$ cat src/rtl/tadc_pkg.sv
package tadc_pkg;
    typedef struct packed {
        logic [1:0] rsvd;
        logic       fast2x;
        logic       start;
        logic       isrc_en;
        logic       cont;
        logic       int_temp;
        logic       int_ref;
        logic [1:0] ref_code;
        logic [1:0] mux_code;
        logic [1:0] gain_code;
        logic [1:0] res_code;
    } tadc_cfg_t;

    typedef enum logic [2:0] {
        REF_PRIMARY  = 3'd0,
        REF_EXCITE   = 3'd1,
        REF_SUPPLY   = 3'd2,
        REF_RESERVED = 3'd3,
        REF_INTERNAL = 3'd4
    } tadc_ref_e;
endpackage

$ cat src/rtl/tadc_decode.sv
module tadc_decode
    import tadc_pkg::*;
#(
    parameter int CNT_W  = 8,
    parameter int BITS_W = 4
) (
    input  tadc_cfg_t         cfg,
    output logic [1:0]        mux_sel,
    output logic [3:0]        gain,
    output tadc_ref_e         ref_sel,
    output logic [BITS_W-1:0] mag_bits,
    output logic [CNT_W-1:0]  ticks
);
    always_comb begin
        mux_sel = cfg.mux_code;
        gain    = 4'd1 << cfg.gain_code;
        if (cfg.int_ref) ref_sel = REF_INTERNAL;
        else             ref_sel = tadc_ref_e'({1'b0, cfg.ref_code});

        if (cfg.int_temp) begin
            mag_bits = BITS_W'(9) + BITS_W'(cfg.res_code);
            ticks    = CNT_W'(3) << cfg.res_code;
        end else begin
            case (cfg.res_code)
                2'd0:    mag_bits = BITS_W'(11);
                2'd1:    mag_bits = BITS_W'(13);
                2'd2:    mag_bits = BITS_W'(14);
                default: mag_bits = BITS_W'(15);
            endcase
            if (cfg.int_ref) begin
                case (cfg.res_code)
                    2'd0:    ticks = CNT_W'(8);
                    2'd1:    ticks = CNT_W'(32);
                    2'd2:    ticks = CNT_W'(64);
                    default: ticks = CNT_W'(128);
                endcase
            end else begin
                case (cfg.res_code)
                    2'd0:    ticks = cfg.fast2x ? CNT_W'(3) : CNT_W'(6);
                    2'd1:    ticks = CNT_W'(24);
                    2'd2:    ticks = CNT_W'(50);
                    default: ticks = CNT_W'(100);
                endcase
            end
        end
    end
endmodule

$ cat src/rtl/tadc_conv_seq.sv
module tadc_conv_seq #(
    parameter int DATA_W = 16,
    parameter int CNT_W  = 8,
    parameter int BITS_W = 4
) (
    input  logic              clk,
    input  logic              rst_n,
    input  logic              tick,
    input  logic              wr_start,
    input  logic              cen_next,
    input  logic [CNT_W-1:0]  ticks_next,
    input  logic [BITS_W-1:0] bits_next,
    input  logic [DATA_W-1:0] conv_data,
    output logic              finish,
    output logic              busy,
    output logic              done,
    output logic [DATA_W-1:0] result
);
    typedef struct packed {
        logic              busy;
        logic [CNT_W-1:0]  cnt;
        logic [CNT_W-1:0]  target;
        logic [BITS_W-1:0] bits;
        logic              done;
        logic [DATA_W-1:0] result;
    } seq_st_t;

    seq_st_t st_d, st_q;
    logic    start;
    logic [DATA_W-1:0] ext_d;

    always_comb begin
        finish = st_q.busy && tick && !wr_start &&
                 (st_q.cnt == st_q.target - CNT_W'(1));
        start  = wr_start || (cen_next && (!st_q.busy || finish));
        for (int i = 0; i < DATA_W; i++) begin
            ext_d[i] = (i <= int'(st_q.bits)) ? conv_data[i] : conv_data[st_q.bits];
        end

        st_d      = st_q;
        st_d.done = finish;
        if (finish) begin
            st_d.result = ext_d;
            st_d.busy   = 1'b0;
        end else if (st_q.busy && tick) begin
            st_d.cnt = st_q.cnt + CNT_W'(1);
        end
        if (start) begin
            st_d.busy   = 1'b1;
            st_d.cnt    = '0;
            st_d.target = ticks_next;
            st_d.bits   = bits_next;
        end
    end

    always_ff @(posedge clk or negedge rst_n) begin
        if (!rst_n) begin
            st_q        <= '0;
            st_q.target <= CNT_W'(1);
        end else begin
            st_q <= st_d;
        end
    end

    assign busy   = st_q.busy;
    assign done   = st_q.done;
    assign result = st_q.result;


    done_one_pulse_chk: assert property (@(posedge clk) disable iff (!rst_n)
        st_q.done |=> !st_q.done);

    cnt_in_window_chk: assert property (@(posedge clk) disable iff (!rst_n)
        st_q.busy |-> (st_q.cnt < st_q.target));

    cnt_hold_chk: assert property (@(posedge clk) disable iff (!rst_n)
        (st_q.busy && !tick && !wr_start && !st_d.done) |=> $stable(st_q.cnt));

    abort_no_done_chk: assert property (@(posedge clk) disable iff (!rst_n)
        wr_start |=> !st_q.done);
endmodule

$ cat src/rtl/tadc_seq.sv
module tadc_seq
    import tadc_pkg::*;
#(
    parameter int DATA_W = 16,
    parameter int CNT_W  = 8
) (
    input  logic              clk,
    input  logic              rst_n,
    input  logic              ms_tick,
    input  logic              wr_en,
    input  logic [15:0]       wr_data,
    output logic [15:0]       rd_data,
    input  logic [DATA_W-1:0] conv_data,
    output logic [1:0]        mux_sel,
    output logic [3:0]        gain,
    output logic [2:0]        ref_sel,
    output logic [3:0]        res_bits,
    output logic              busy,
    output logic              done,
    output logic [DATA_W-1:0] result
);
    localparam int BITS_W = 4;

    tadc_cfg_t cfg_q, cfg_w, cfg_d;
    logic      wr_start, cen_next, finish;
    tadc_ref_e ref_now, ref_nx_unused;
    logic [1:0] mux_nx_unused;
    logic [3:0] gain_nx_unused;
    logic [BITS_W-1:0] bits_nx, bits_now;
    logic [CNT_W-1:0]  ticks_nx, ticks_now_unused;

    always_comb begin
        cfg_w = cfg_q;
        if (wr_en) begin
            cfg_w      = tadc_cfg_t'(wr_data);
            cfg_w.rsvd = 2'b00;
        end
        wr_start = wr_en && wr_data[12];
        cen_next = cfg_w.cont;
        cfg_d    = cfg_w;
        if (finish) cfg_d.start = 1'b0;
    end

    always_ff @(posedge clk or negedge rst_n) begin
        if (!rst_n) cfg_q <= '0;
        else        cfg_q <= cfg_d;
    end

    tadc_decode #(.CNT_W(CNT_W), .BITS_W(BITS_W)) dec_now_i (
        .cfg(cfg_q), .mux_sel(mux_sel), .gain(gain), .ref_sel(ref_now),
        .mag_bits(bits_now), .ticks(ticks_now_unused)
    );

    tadc_decode #(.CNT_W(CNT_W), .BITS_W(BITS_W)) dec_next_i (
        .cfg(cfg_w), .mux_sel(mux_nx_unused), .gain(gain_nx_unused),
        .ref_sel(ref_nx_unused), .mag_bits(bits_nx), .ticks(ticks_nx)
    );

    tadc_conv_seq #(.DATA_W(DATA_W), .CNT_W(CNT_W), .BITS_W(BITS_W)) seq_i (
        .clk(clk), .rst_n(rst_n), .tick(ms_tick), .wr_start(wr_start),
        .cen_next(cen_next), .ticks_next(ticks_nx), .bits_next(bits_nx),
        .conv_data(conv_data), .finish(finish), .busy(busy), .done(done),
        .result(result)
    );

    assign rd_data  = 16'(cfg_q);
    assign ref_sel  = ref_now;
    assign res_bits = bits_now;


    rsvd_zero_chk: assert property (@(posedge clk) disable iff (!rst_n)
        rd_data[15:14] == 2'b00);

    start_clears_chk: assert property (@(posedge clk) disable iff (!rst_n)
        done |-> !rd_data[12]);

    ref_internal_chk: assert property (@(posedge clk) disable iff (!rst_n)
        rd_data[8] |-> (ref_sel == 3'd4));

    start_means_busy_chk: assert property (@(posedge clk) disable iff (!rst_n)
        rd_data[12] |-> busy);
endmodule

$ cat config.mk
export PLATFORM = sky130hd
export DESIGN_NAME = tadc_seq
export DESIGN_NICKNAME = d
export VERILOG_FILES = /design/src/rtl/tadc_pkg.sv /design/src/rtl/tadc_decode.sv /design/src/rtl/tadc_conv_seq.sv /design/src/rtl/tadc_seq.sv
export SDC_FILE = /design/constraint.sdc
export NUM_CORES = 1
export LEC_CHECK = 0
export ABC_AREA = 1
export BUFFER_PORTS_ARGS = -buffer_cell sky130_fd_sc_hd__buf_2
export CELL_PAD_IN_SITES_DETAIL_PLACEMENT = 0
export CELL_PAD_IN_SITES_GLOBAL_PLACEMENT = 1
export CORE_ASPECT_RATIO = 2
export CORE_UTILIZATION = 41
export DETAILED_ROUTE_END_ITERATION = 7
export GPL_TIMING_DRIVEN = 0
export PLACE_DENSITY = 0.93
export SLEW_MARGIN = 5
export SYNTH_ARGS = -nofsm -noshare
export SYNTH_HDL_FRONTEND = slang
export SYNTH_SLANG_ARGS = --single-unit
$ cat constraint.sdc
create_clock -name clk -period 3.7 [get_ports clk]
set_clock_uncertainty 0.1 [all_clocks]
set_input_delay 0.74 -clock clk [delete_from_list [all_inputs] [get_ports clk]]
set_output_delay 0.74 -clock clk [all_outputs]
set_load 0.02 [all_outputs]
# Word-level counts from Yosys, hierarchy flattened
# Index checks and enable logic that the tools add are counted.
# op_classes
addsub	4
shift	2
n_eq_ne	6
magnitude_cmp	16
n_reduce_logical	15
mux	33
# ops
operator	n
$pmux 8 s3	2
$le 4x4->1 const A	8
$mux 8	4
$mux 21	1
$mux 1	18
$pmux 3 s3	2
$le 3x4->1 const A	4
$mux 14	1
$add 4x2->4 const A	2
$add 8x1->8 const B	1
$eq 8x8->1	1
$le 2x4->1 const A	2
$mux 4	2
$shl 2x2->8 const A	1
$sub 8x1->8 const B	1
$mux 3	2
$reduce_bool 2->1	3
$logic_and 1x1->1	5
$lt 4x5->1 const B	1
$bmux 1 s4	1
$eq 2x1->1 const B	2
$eq 2x2->1 const B	2
$le 1x4->1 const A	1
$logic_not 2->1	2
5 further kinds	7
# totals
output_inout_bits	47
register_bits	52
in_bits	36

# Longest topological paths before layout
# logic_depth
ltp_word	9
ltp_mapped	17
ltp_nobuf	16

# Modules after synthesis
# Synthesis repeated with hierarchy kept, for this count alone.
# hier_totals
hier_cells	541
hier_area_um2	3841.2
# by_module_without_submodules
module	cells_per_inst	instances	area_per_inst_um2
tadc_conv_seq	347	1	2539.9
tadc_decode	63	2	326.6
tadc_seq	68	1	648.1

# Worst setup path after synthesis
# Ideal clock, no wire load.
# synth_path
path_type	input-to-reg
from	input wr_en
to	register seq_i.st_q[23] (netlist bit)
setup_time_ps	66
slack_ps	1163
stages	10
required_ps	3534
t_arrival_ps	2371
cell_sequence	buf_4 > inv_2 > or2_2 > o21ai_0 > inv_1 > ha_1 > or2_2 > o31ai_1 > nand2_1 > nand2_1
# synth_rtl
item	line_no	text
start, declared	tadc_seq.sv:10	input logic wr_en,
end signal, assigned	tadc_conv_seq.sv:61	st_q <= st_d;
end, declared	tadc_conv_seq.sv:28	seq_st_t st_d, st_q;

==> impl_results.md <==
* Ys Warns at 0
* RePlAce Congestion at 0.832
* Slew headroom at 50.5%
* Setup CP Type: input port to flop
* Critical path launch point type: input port
* DIE AREA at 0.00879 mm²
* CTS tree: yes
* Met1 WL at 3.13 mm
* Row count at 47
* Post-CTS setup buffer count at 0
* FILL cells at 858
* ANT cells at 0
* Top sig layer: met4
* Maximum number of pins on one net before global-route repair at 53
* Total area of sequential cells at 0.00130 mm²
* Yosys reg bits at 52
* F_max at 0.382 GHz
* Final WL at 8.99 mm
* Average size of a mapped cell at 7.26 µm²
* Synthesized area at 0.00344 mm²
* Core ar. at 0.00823 mm²
* Final period util at 70.7%
* Tmin final at 2.61 ns
* Clk root buf: clkbuf_16
* Detailed placement HPWL at 7.21 mm
* Arr. time, crit path at 2.75 ns
* Slew Limit Fails at 0
* Vias in the first global route at 3137
* Multi-input logic area at 0.00168 mm²
* Number of buffers created by CTS at 5
* Post-synthesis sequential area ratio at 37.8%
* Yosys cell types at 43
* Worst-path fanout max at 10
* Reported max-cap violation count at 0
* Predominant post-synthesis flop cell: dfrtp_1
* Hold buffers post-CTS at 0
* H-tree levels at 2
* Final setup viols at 0
* Final #Nets at 607
* CP required at 3.84 ns
* Final worst slack at 1.09 ns
* Resized Gates After CTS at 0
* Leakage power at 2.27 nW
* Pre-CTS setup slack at 0.764 ns
* Detail Route Antenna Nets at 0
* CTS sink cnt at 52
* Syn Inst Count at 474
* Clk_lat worst skew at 0.30 ns
* WL/cell at 13.7 µm
* Clock tree buffer depth at 2
* R2R depth at 13
* Critical R2R Launch: seq_i.st_q[21]
* RSZ-0062 raised after global routing: no
* Die X at 66.8 µm
* Overflow after GRT at 0
* Worst Hold Class: input port to asynchronous set/reset pin
* DRC viols at 0
* EDFF count, synth at 0
* Worst-margin pin slew at 0.734 ns
* Max VDD drop at 0.000333 V
* Total negative slack at 0 ns
* Commonest non-fill, non-tap cell in the layout: nand2_1
* Setup crit end kind: flop
* Share of layout cells above drive strength 1 at 25.6%
* Reg2Reg Setup Slack at 1.31 ns
* Met3 WL at 258 µm
* Global-route usage over all layers at 22.0%
* Commonest cells after routing, fill and taps aside: nand2_1 (129), buf_2 (81), dfrtp_1 (51)
* # IOs at 83
* Layout area overhead at 19.0%
* Drt pass-1 iters at 4
* PwrDens at 529 mW/mm²
* Final Hold Viols at 0
* Worst reg2reg endpoint: seq_i.st_q[25]
* Initial core utilization at 41.8%
* Via count at 3266
* Met2 WL post-DR at 5.19 mm
* Clk slew on worst S/H paths at 0.07 ns
* Drt initial violations at 205
* Vias/cell at 4.97
* Initial antenna violation count at 0
* Port Buffers at 76
* Wire length of the first global-routing pass at 14.6 mm
* Ys async rst share at 100%
* Outcome: complete, no violations
* Die Span Y at 132 µm
## worst max path at each step
stage / start / endpoint
after floorplan: wr_en / seq_i.st_q[23]
after global placement: wr_en / seq_i.st_q[23]
after detailed placement: wr_en / seq_i.st_q[23]
after CTS: wr_en / seq_i.st_q[23]
after global routing: wr_en / seq_i.st_q[23]
final: wr_en / seq_i.st_q[23]
## cells by family (layout without fill, tap and decap cells)
group                      count (synthesis)  count (layout)  synth area share, %
AOI/OAI and AO/OA                         70              70                 11.2
and+or+nand+nor                          237             237                 30.5
adders and majority gates                 13              13                 4.73
xor gates and xnor gates                   8               8                 2.04
buffers and inverters                     92             176                 13.4
other                                      2               3                0.218
DFF                                       52              52                 37.8
## stage by stage
stage,instances,hold WS [ns],power [mW],util (%),area [µm²]
floorplan,475,0.344,1.45,-,3450
global placement,649,0.356,1.68,48.0,3950
detailed placement,649,0.362,1.70,48.0,3950
CTS,657,0.381,2.18,49.7,4100
global route,657,0.416,2.32,49.8,4100
finish,657,0.366,2.17,49.8,4100
## area by class of cell
cell class | count | area share [%]
inverter | 55 | 5.07
sequential | 52 | 31.8
timing repair buffer | 76 | 9.34
multi-input combinational | 331 | 41.0
tap | 98 | 2.99
buffer | 37 | 6.23
clock buffer | 5 | 3.05
clock inverter | 3 | 0.519
## flip-flops by register name, indices dropped and copies added, names as in the netlist
name          cells
seq_i.st_q       20
seq_i.done        1
seq_i.result     16
seq_i.busy        1
rd_data          14
## critical path, stage by stage
cell and delay (ns):
buf_4 0.15, inv_2 0.11, or2_2 0.28, o21ai_0 0.28
inv_1 0.27, ha_1 0.38, or2_2 0.31, o31ai_1 0.08
nand2_1 0.09, nand2_1 0.06
## synthesized netlist by cell type, types with 2 or more instances
master / instances / area, µm²
a21oi_1: 14 / 70.1
a21oi_2: 2 / 17.5
a22oi_1: 3 / 22.5
buf_2: 6 / 30.0
buf_4: 25 / 188
buf_6: 2 / 22.5
clkbuf_1: 3 / 11.3
conb_1: 2 / 7.51
dfrtp_1: 51 / 1280
ha_1: 13 / 163
inv_1: 48 / 180
inv_2: 5 / 18.8
nand2_1: 129 / 484
nand2_2: 3 / 18.8
nand2_4: 2 / 22.5
nand3_1: 32 / 160
nand3b_1: 2 / 15.0
nand4_1: 9 / 56.3
nor2_1: 42 / 158
nor2_2: 4 / 25.0
nor3_1: 2 / 10.0
nor3b_1: 2 / 15.0
o211ai_1: 2 / 15.0
o21ai_0: 43 / 215
or2_2: 4 / 25.0
xnor2_1: 3 / 26.3
xor2_1: 5 / 43.8
## report_power, final
| group | switching, mW | total (mW) | internal, mW |
|---|---|---|---|
| combinational | 0.546 | 0.911 | 0.365 |
| clock | 0.226 | 0.479 | 0.253 |
| sequential | 0.0907 | 0.777 | 0.686 |
## routing by layer
metal	vias to the layer above	global-route usage [%]
met5	-	0
met4	0	12.4
met3	25	3.13
met2	81	42.2
met1	1505	20.3
li1	1655	-
No activity file was read; power rests on OpenSTA's default activity.
